$ cat config.mk
export PLATFORM = sky130hd
export DESIGN_NAME = gpio_edge_bank
export DESIGN_NICKNAME = d
export VERILOG_FILES = /design/src/rtl/gpio_edge_pkg.sv /design/src/rtl/gpio_edge_ctrl.sv /design/src/rtl/gpio_edge_sync.sv /design/src/rtl/gpio_edge_dpath.sv /design/src/rtl/gpio_edge_bank.sv
export SDC_FILE = /design/constraint.sdc
export NUM_CORES = 1
export LEC_CHECK = 0
export BUFFER_PORTS_ARGS = -buffer_cell sky130_fd_sc_hd__buf_2
export CAP_MARGIN = 10
export CORE_ASPECT_RATIO = 1.1
export CORE_MARGIN = 1.5
export CORE_UTILIZATION = 50
export CTS_CLUSTER_DIAMETER = 200
export CTS_CLUSTER_SIZE = 28
export DETAILED_ROUTE_END_ITERATION = 7
export MAX_ROUTING_LAYER = met4
export PLACE_DENSITY = 0.78
export SYNTH_ARGS = -nofsm -noshare
export SYNTH_HDL_FRONTEND = slang
export SYNTH_SLANG_ARGS = --single-unit
export TNS_END_PERCENT = 10
$ cat constraint.sdc
create_clock -name clk -period 1.1 [get_ports clk]
set_input_delay 0 -clock clk [delete_from_list [all_inputs] [get_ports clk]]
set_output_delay 0 -clock clk [all_outputs]
set_load 0.02 [all_outputs]
$ cat src/rtl/gpio_edge_pkg.sv
package gpio_edge_pkg;

  // Register offsets: software decodes these, so they are fixed
  localparam logic [7:0] OFS_IN      = 8'h00;
  localparam logic [7:0] OFS_OE      = 8'h04;
  localparam logic [7:0] OFS_PEND    = 8'h0C;
  localparam logic [7:0] OFS_OUT_SET = 8'h14;
  localparam logic [7:0] OFS_OUT_CLR = 8'h18;
  localparam logic [7:0] OFS_OE_SET  = 8'h1C;
  localparam logic [7:0] OFS_OE_CLR  = 8'h20;
  localparam logic [7:0] OFS_RISE    = 8'h28;
  localparam logic [7:0] OFS_FALL    = 8'h2C;

  typedef enum logic [2:0] {
    RD_NONE, RD_IN, RD_OE, RD_PEND, RD_RISE, RD_FALL
  } rd_sel_e;

  // Strobes from the decoder into the register datapath
  typedef struct packed {
    logic    setOut;
    logic    clrOut;
    logic    setOe;
    logic    clrOe;
    logic    wrRise;
    logic    wrFall;
    logic    clrPend;
    rd_sel_e rdSel;
  } bank_stb_t;

endpackage

$ cat src/rtl/gpio_edge_ctrl.sv
module gpio_edge_ctrl
  import gpio_edge_pkg::*;
#(
  parameter int ADDR_W = 8
) (
  input  logic              busSel,
  input  logic              busWrite,
  input  logic [ADDR_W-1:0] busAddr,
  output bank_stb_t         stb
);

  logic wrEn;
  assign wrEn = busSel & busWrite;

  always_comb begin
    stb = '0;
    stb.rdSel = RD_NONE;
    if (busSel) begin
      case (busAddr)
        ADDR_W'(OFS_IN):      stb.rdSel   = RD_IN;
        ADDR_W'(OFS_OE):      stb.rdSel   = RD_OE;
        ADDR_W'(OFS_PEND): begin
          stb.rdSel   = RD_PEND;
          stb.clrPend = wrEn;
        end
        ADDR_W'(OFS_OUT_SET): stb.setOut  = wrEn;
        ADDR_W'(OFS_OUT_CLR): stb.clrOut  = wrEn;
        ADDR_W'(OFS_OE_SET):  stb.setOe   = wrEn;
        ADDR_W'(OFS_OE_CLR):  stb.clrOe   = wrEn;
        ADDR_W'(OFS_RISE): begin
          stb.rdSel  = RD_RISE;
          stb.wrRise = wrEn;
        end
        ADDR_W'(OFS_FALL): begin
          stb.rdSel  = RD_FALL;
          stb.wrFall = wrEn;
        end
        default: stb.rdSel = RD_NONE;
      endcase
    end
  end

endmodule

$ cat src/rtl/gpio_edge_sync.sv
module gpio_edge_sync #(
  parameter int PIN_COUNT = 32
) (
  input  logic                 clk,
  input  logic                 rstN,
  input  logic [PIN_COUNT-1:0] padIn,
  output logic [PIN_COUNT-1:0] syncVal,
  output logic [PIN_COUNT-1:0] riseEv,
  output logic [PIN_COUNT-1:0] fallEv
);

  localparam int STAGES = 3; // two sync flops plus one history flop

  for (genvar p = 0; p < PIN_COUNT; p++) begin : g_pin
    logic [STAGES-1:0] stg;
    always_ff @(posedge clk or negedge rstN) begin
      if (!rstN) stg <= '0;
      else       stg <= {stg[STAGES-2:0], padIn[p]};
    end
    assign syncVal[p] = stg[1];
    assign riseEv[p]  = stg[1] & ~stg[2];
    assign fallEv[p]  = ~stg[1] & stg[2];
  end

endmodule

$ cat src/rtl/gpio_edge_dpath.sv
module gpio_edge_dpath
  import gpio_edge_pkg::*;
#(
  parameter int PIN_COUNT = 32,
  parameter int DATA_W    = 32
) (
  input  logic                 clk,
  input  logic                 rstN,
  input  bank_stb_t            stb,
  input  logic [DATA_W-1:0]    wdata,
  input  logic [PIN_COUNT-1:0] syncVal,
  input  logic [PIN_COUNT-1:0] riseEv,
  input  logic [PIN_COUNT-1:0] fallEv,
  output logic [DATA_W-1:0]    rdata,
  output logic [PIN_COUNT-1:0] padOut,
  output logic [PIN_COUNT-1:0] padOe,
  output logic                 irqOut
);

  logic [PIN_COUNT-1:0] wMask;
  logic [PIN_COUNT-1:0] outQ, oeQ, riseEnQ, fallEnQ, pendQ;
  logic [PIN_COUNT-1:0] pendD;

  assign wMask = PIN_COUNT'(wdata);

  always_ff @(posedge clk or negedge rstN) begin
    if (!rstN) begin
      outQ    <= '0;
      oeQ     <= '0;
      riseEnQ <= '0;
      fallEnQ <= '0;
    end else begin
      if (stb.setOut)      outQ <= outQ | wMask;
      else if (stb.clrOut) outQ <= outQ & ~wMask;
      if (stb.setOe)       oeQ  <= oeQ | wMask;
      else if (stb.clrOe)  oeQ  <= oeQ & ~wMask;
      if (stb.wrRise)      riseEnQ <= wMask;
      if (stb.wrFall)      fallEnQ <= wMask;
    end
  end

  // New edges are ORed in after the clear, so they win
  always_comb begin
    pendD = pendQ;
    if (stb.clrPend) pendD = pendD & ~wMask;
    pendD = pendD | (riseEv & riseEnQ) | (fallEv & fallEnQ);
  end

  always_ff @(posedge clk or negedge rstN) begin
    if (!rstN) pendQ <= '0;
    else       pendQ <= pendD;
  end

  always_comb begin
    case (stb.rdSel)
      RD_IN:   rdata = DATA_W'(syncVal);
      RD_OE:   rdata = DATA_W'(oeQ);
      RD_PEND: rdata = DATA_W'(pendQ);
      RD_RISE: rdata = DATA_W'(riseEnQ);
      RD_FALL: rdata = DATA_W'(fallEnQ);
      default: rdata = '0;
    endcase
  end

  assign padOut = outQ;
  assign padOe  = oeQ;
  assign irqOut = |pendQ;

endmodule

$ cat src/rtl/gpio_edge_bank.sv
module gpio_edge_bank
  import gpio_edge_pkg::*;
#(
  parameter int PIN_COUNT = 32,
  parameter int DATA_W    = 32,
  parameter int ADDR_W    = 8
) (
  input  logic                 clk,
  input  logic                 rstN,
  input  logic                 busSel,
  input  logic                 busWrite,
  input  logic [ADDR_W-1:0]    busAddr,
  input  logic [DATA_W-1:0]    busWdata,
  output logic [DATA_W-1:0]    busRdata,
  input  logic [PIN_COUNT-1:0] padIn,
  output logic [PIN_COUNT-1:0] padOut,
  output logic [PIN_COUNT-1:0] padOe,
  output logic                 irqOut
);

  bank_stb_t            stb;
  logic [PIN_COUNT-1:0] syncVal, riseEv, fallEv;

  gpio_edge_ctrl #(.ADDR_W(ADDR_W)) ctrl_i (
    .busSel  (busSel),
    .busWrite(busWrite),
    .busAddr (busAddr),
    .stb     (stb)
  );

  gpio_edge_sync #(.PIN_COUNT(PIN_COUNT)) sync_i (
    .clk    (clk),
    .rstN   (rstN),
    .padIn  (padIn),
    .syncVal(syncVal),
    .riseEv (riseEv),
    .fallEv (fallEv)
  );

  gpio_edge_dpath #(.PIN_COUNT(PIN_COUNT), .DATA_W(DATA_W)) dpath_i (
    .clk    (clk),
    .rstN   (rstN),
    .stb    (stb),
    .wdata  (busWdata),
    .syncVal(syncVal),
    .riseEv (riseEv),
    .fallEv (fallEv),
    .rdata  (busRdata),
    .padOut (padOut),
    .padOe  (padOe),
    .irqOut (irqOut)
  );

endmodule

# --- Word level (Yosys, flattened, before mapping) ---
# Index checks and enable logic that the tools add are counted.
# W data, S select, Z words.
classes:
  eq_ne: 13
  muxes: 15
  bitwise: 139
  n_reduce_logical: 4
ops:
  columns: ["op", "n"]
  rows:
  - ["$and A32 B32 Y32", 5]
  - ["$mux W32", 5]
  - ["$pmux W32 S5", 1]
  - ["$or A32 B32 Y32", 4]
  - ["$and A1 B1 Y1", 65]
  - ["$not A1 Y1", 64]
  - ["$not A32 Y32", 1]
  - ["$reduce_or A32 Y1", 1]
  - ["$eq A8 B5 Y1 const B", 3]
  - ["$eq A8 B6 Y1 const B", 3]
  - ["$pmux W3 S5", 1]
  - ["$mux W10", 1]
  - ["$eq A8 B3 Y1 const B", 1]
  - ["$eq A8 B4 Y1 const B", 1]
  - ["$logic_not A8 Y1", 1]
  - ["$mux W1", 7]
  - ["$eq A3 B2 Y1 const B", 2]
  - ["$eq A3 B3 Y1 const B", 2]
  - ["$reduce_bool A2 Y1", 2]
  - ["$eq A3 B1 Y1 const B", 1]
word_totals:
  regBits: 256
  input_bits: 76
  output_inout_bits: 97
  wordCells: 208

# --- Logic depth before layout (Yosys ltp) ---
logic_depth:
  word_depth: 6
  depth_mapped: 6
  mapped_depth_nobuf: 3

# --- By module ---
# From an unflattened synthesis, not the netlist that was laid out.
hier_totals:
  hier_cells: 850
  area_unflattened_um2: 11015.6
by_module_without_submodules:
  columns: ["module", "instances", "cells_per_inst", "area_per_inst_um2", "seq_area_each_um2"]
  rows:
  - ["gpio_edge_dpath", 1, 638, 7681.1, 4003.8]
  - ["gpio_edge_sync", 1, 192, 3203.1, 2402.3]
  - ["gpio_edge_ctrl", 1, 20, 131.4, 0.0]

# --- Worst setup path after synthesis ---
# OpenSTA, ideal clock, no wires.
synth_path:
  path_kind: "input to register"
  from: "in busAddr[2]"
  to: "reg dpath_i.riseEnQ[10]"
  setup_ns: 0.127
  t_arrival_ns: 1.282
  required_ns: 0.973
  setup_slack_ns: -0.309
  path_stages: 6
  n_path_buf: 3
  cell_sequence: "buf_2 > nor4b_4 > and3_1 > buf_4 > buf_6 > mux2_1"
synth_via:
  elab_chain_cells: 3
synth_rtl:
  columns: ["element", "line", "source"]
  rows:
  - ["from (decl)", "gpio_edge_bank.sv:12", "input logic [ADDR_W-1:0] busAddr,"]
  - ["$eq A8 B6 Y1", "gpio_edge_ctrl.sv:19", "case (busAddr)"]
  - ["$mux W1", "gpio_edge_ctrl.sv:19", null]
  - ["$mux W10", "gpio_edge_ctrl.sv:18", "if (busSel) begin"]
  - ["to (signal assigned)", "gpio_edge_dpath.sv:37", "if (stb.wrRise) riseEnQ <= wMask;"]
  - ["to (decl)", "gpio_edge_dpath.sv:21", "logic [PIN_COUNT-1:0] outQ, oeQ, riseEnQ, fallEnQ, pendQ;"]
# Every way passes these cells.
# A chain may end at the register's enable or synchronous reset.

# --- Final worst setup path ---
layout_path:
  from: "reg dpath_i.pendQ[4]"
  to: "out irqOut"
layout_via:
  elab_chain_cells: 1
layout_rtl:
  columns: ["element", "line", "source"]
  rows:
  - ["from (decl)", "gpio_edge_dpath.sv:21", null]
  - ["from (signal assigned)", "gpio_edge_dpath.sv:51", "else pendQ <= pendD;"]
  - ["$reduce_or A32 Y1", "gpio_edge_dpath.sv:67", "assign irqOut = |pendQ;"]
  - ["to (decl)", "gpio_edge_bank.sv:18", "output logic irqOut"]
# Every way passes these cells.

==> impl_metrics.tcl <==
set metrics [dict create \
    fin_setup_tns_ns -16.95 \
    synthArstFlopShare 1.000 \
    finalNetCount 1268 \
    syn_nets 913 \
    start_util 0.5104 \
    sequentialPowerShare 0.561 \
    ys.flop_type "dfrtp_1" \
    cts_buffer_depth 3 \
    grt_pass1_vias 9371 \
    syn_avg_cell_area_sq_um 13.03 \
    synth_area_leader_cell "dfrtp_1" \
    die-area_sq_mm 0.02271 \
    dieHeight_um 157.9 \
    via_count 9154 \
    r2r_end "dpath_i.pendQ[14]" \
    fin_crit_sh 1.745 \
    wl_met1_mm 13.07 \
    h-tree-depth 1 \
    violations "hold timing, setup timing" \
    cap_violations 0 \
    arrival_ns 1.92 \
    cts-root-buf "clkbuf_16" \
    grt_pass1_wl_mm 50.92 \
    grt.overflow.total 0 \
    routed-wl-met2_mm 16.45 \
    hold_buffers 65 \
    routed_wirelength_mm 33.19 \
    synth_edf_count 0 \
    instances_no_fill 1483 \
    critPathRequiredTime_ns 1.10 \
    rrSetupSlack_ns 0.03 \
    fin_crit_ns 1.919 \
    yosysUniqueCellTypes 35 \
    timing.fmax_mhz 521.1 \
    power_density_mw_per_mm2 1281 \
    r2r-start "dpath_i.fallEnQ[14]" \
    run_status "complete, but fails checks" \
    cts_tree "yes" \
    cts_inserted_buffers 13 \
    synth_top_area_share 0.5874 \
    skew_ns 0.02957 \
    grt_max_degree 55 \
    rr_worst_depth 5 \
    gp_congestion 0.8974 \
    fin_ws_ns -0.8191 \
    leakagePower_nw 7.157 \
    max_slew_margin 0.6724 \
    mostFrequentLayoutCells "dfrtp_1 (256), buf_4 (159), buf_2 (146), nand4_1 (99), dlygate4sd3_1 (65)" \
    ys_top_cells_by_area "dfrtp_1 (59%), nand4_1 (5.7%), a22o_1 (5.1%)" \
    p_sw_mw 4.929 \
    setup_viol 36 \
    fillCellCount 1422 \
    power_mw 18.86 \
    grt_usage 0.3027 \
    syn_area_sq_mm 0.01091 \
    vias_per_cell 6.173 \
    rsz0062_at_grt "true" \
    ir_drop_mv 0.8142 \
    layout_commonest_cell "dfrtp_1" \
    dp.cells 1397 \
    layout-drive-gt1-share 0.3938 \
    fp-row-count 56 \
    endpoint_kind "output port" \
    pwr-share-comb 0.165 \
    highest_layer "met4" \
    wire_per_inst_um 22.38 \
    yosysWarnings 0 \
    pwr-share-clk 0.274 \
    stdcell_area_sq_mm 0.01472 \
    drt_iter0_drc 775 \
    final_max_slew_viol_count 0 \
    antenna_found_initial 2 \
    die_w_um 143.8 \
    switching_share 0.2614 \
    placeableCoreArea_sq_mm 0.02137 \
    place_ws_ns -0.4347 \
    drt_pass1_iterations 5 \
    pin_count 173 \
    syn_to_final_growth_pct 34.99 \
    ys_seq_area_frac 0.5874 \
    clkTransAtPathRegs_ns 0.11 \
    postRouteAntennaNets 0 \
    ys_ff_latch 256 \
    hold_viol_final 28 \
    clk_latency_ns 0.49 \
    syn_inst 837 \
    port_buffers 172 \
    path_class "flip-flop to output port" \
    cts.sinks 256 \
    hpwl_mm 22.32 \
    tightestPinTransition_ns 0.4914 \
    cp-start-kind "flip-flop" \
    cp_max_fo 2 \
    whs_ns -0.02973 \
    drc 0 \
    min-delay-path-class "input pin to async pin" \
    internal_power_mw 13.93 \
    dpl-instance-area_sq_mm 0.01337 \
    crit_start "dpath_i.pendQ[4]" \
    wl_met3_mm 2.215 \
]
[cells in the mapped netlist, drive strengths merged (31+ instances only)]
| master | count |
|---|---|
| o22ai | 33 |
| o21ai | 31 |
| nand4 | 99 |
| mux2i | 32 |
| clkbuf | 33 |
| nand3b | 31 |
| a22o | 64 |
| dfrtp | 256 |
| nand2 | 34 |
| a21o | 32 |
| a32oi | 32 |
| buf | 38 |
| mux2 | 96 |
[metrics by stage]
step,utilization,hold WS [ns]
3_3_place_gp,0.6255,-0.09860
3_5_place_dp,0.6255,-0.09574
5_1_grt,0.6889,-0.01877
6_report,0.6889,-0.02973
4_1_cts,0.6781,-0.02997
2_1_floorplan,-,-0.2956
[worst max path at each step]
stage          cells past startpoint                   to  slack (ns)
2_1_floorplan                      6  dpath_i.riseEnQ[12]       -0.20
3_3_place_gp                       5               irqOut       -0.40
3_5_place_dp                       5               irqOut       -0.43
4_1_cts                            5               irqOut       -0.86
5_1_grt                            5               irqOut       -0.86
6_report                           5               irqOut       -0.82
[power groups by stage]
stage          logic, mW  registers (mW)  clock network [mW]
4_1_cts             3.05            10.5                5.28
3_5_place_dp        2.82            10.7                   0
2_1_floorplan      0.959            10.7                   0
3_3_place_gp        2.76            10.7                   0
6_report            3.12            10.6                5.17
5_1_grt             3.33            10.6                5.61
[per-layer routing]
metal  vias to the layer above  GRT usage
li1                       3945          -
met3                       104    0.03872
met4                         0     0.1453
met2                       469     0.4903
met5                         -          -
met1                      4636     0.3783
[final cells by class]
class,count,area [sq um],area share
Antenna cell,2,5.005,0.0003399
Tap cell,290,362.8,0.02465
Multi-Input combinational cell,509,4409,0.2995
Sequential cell,256,6406,0.4351
Clock buffer,13,325.3,0.02210
Clock inverter,1,30.03,0.002040
Timing Repair Buffer,411,3181,0.2160
Inverter,1,3.754,0.0002549
[what timing repair did]
| item | in CTS | in global routing |
|---|---|---|
| setup buffers | 1 | 4 |
| endpoints found under the hold margin | 448 | 27 |
| pin swaps | 1 | 4 |
| setup endpoints to repair | 41 | 61 |
| gates resized for setup | 25 | 48 |
[cells by family after synthesis]
| kind of cell | count (synthesis) | synth area share |
|---|---|---|
| mux | 128 | 0.1388 |
| buf+inv | 72 | 0.03327 |
| flops | 256 | 0.5874 |
| compound gates | 192 | 0.1323 |
| simple gates | 189 | 0.1083 |
[worst max-delay path, stage by stage (launching register included)]
cell and delay, ns:
dfrtp_1 0.41, nor4_2 0.31, buf_4 0.17, nand4_1 0.13
or2_4 0.29, buf_6 0.13
No activity file was read; power rests on OpenSTA's default activity.
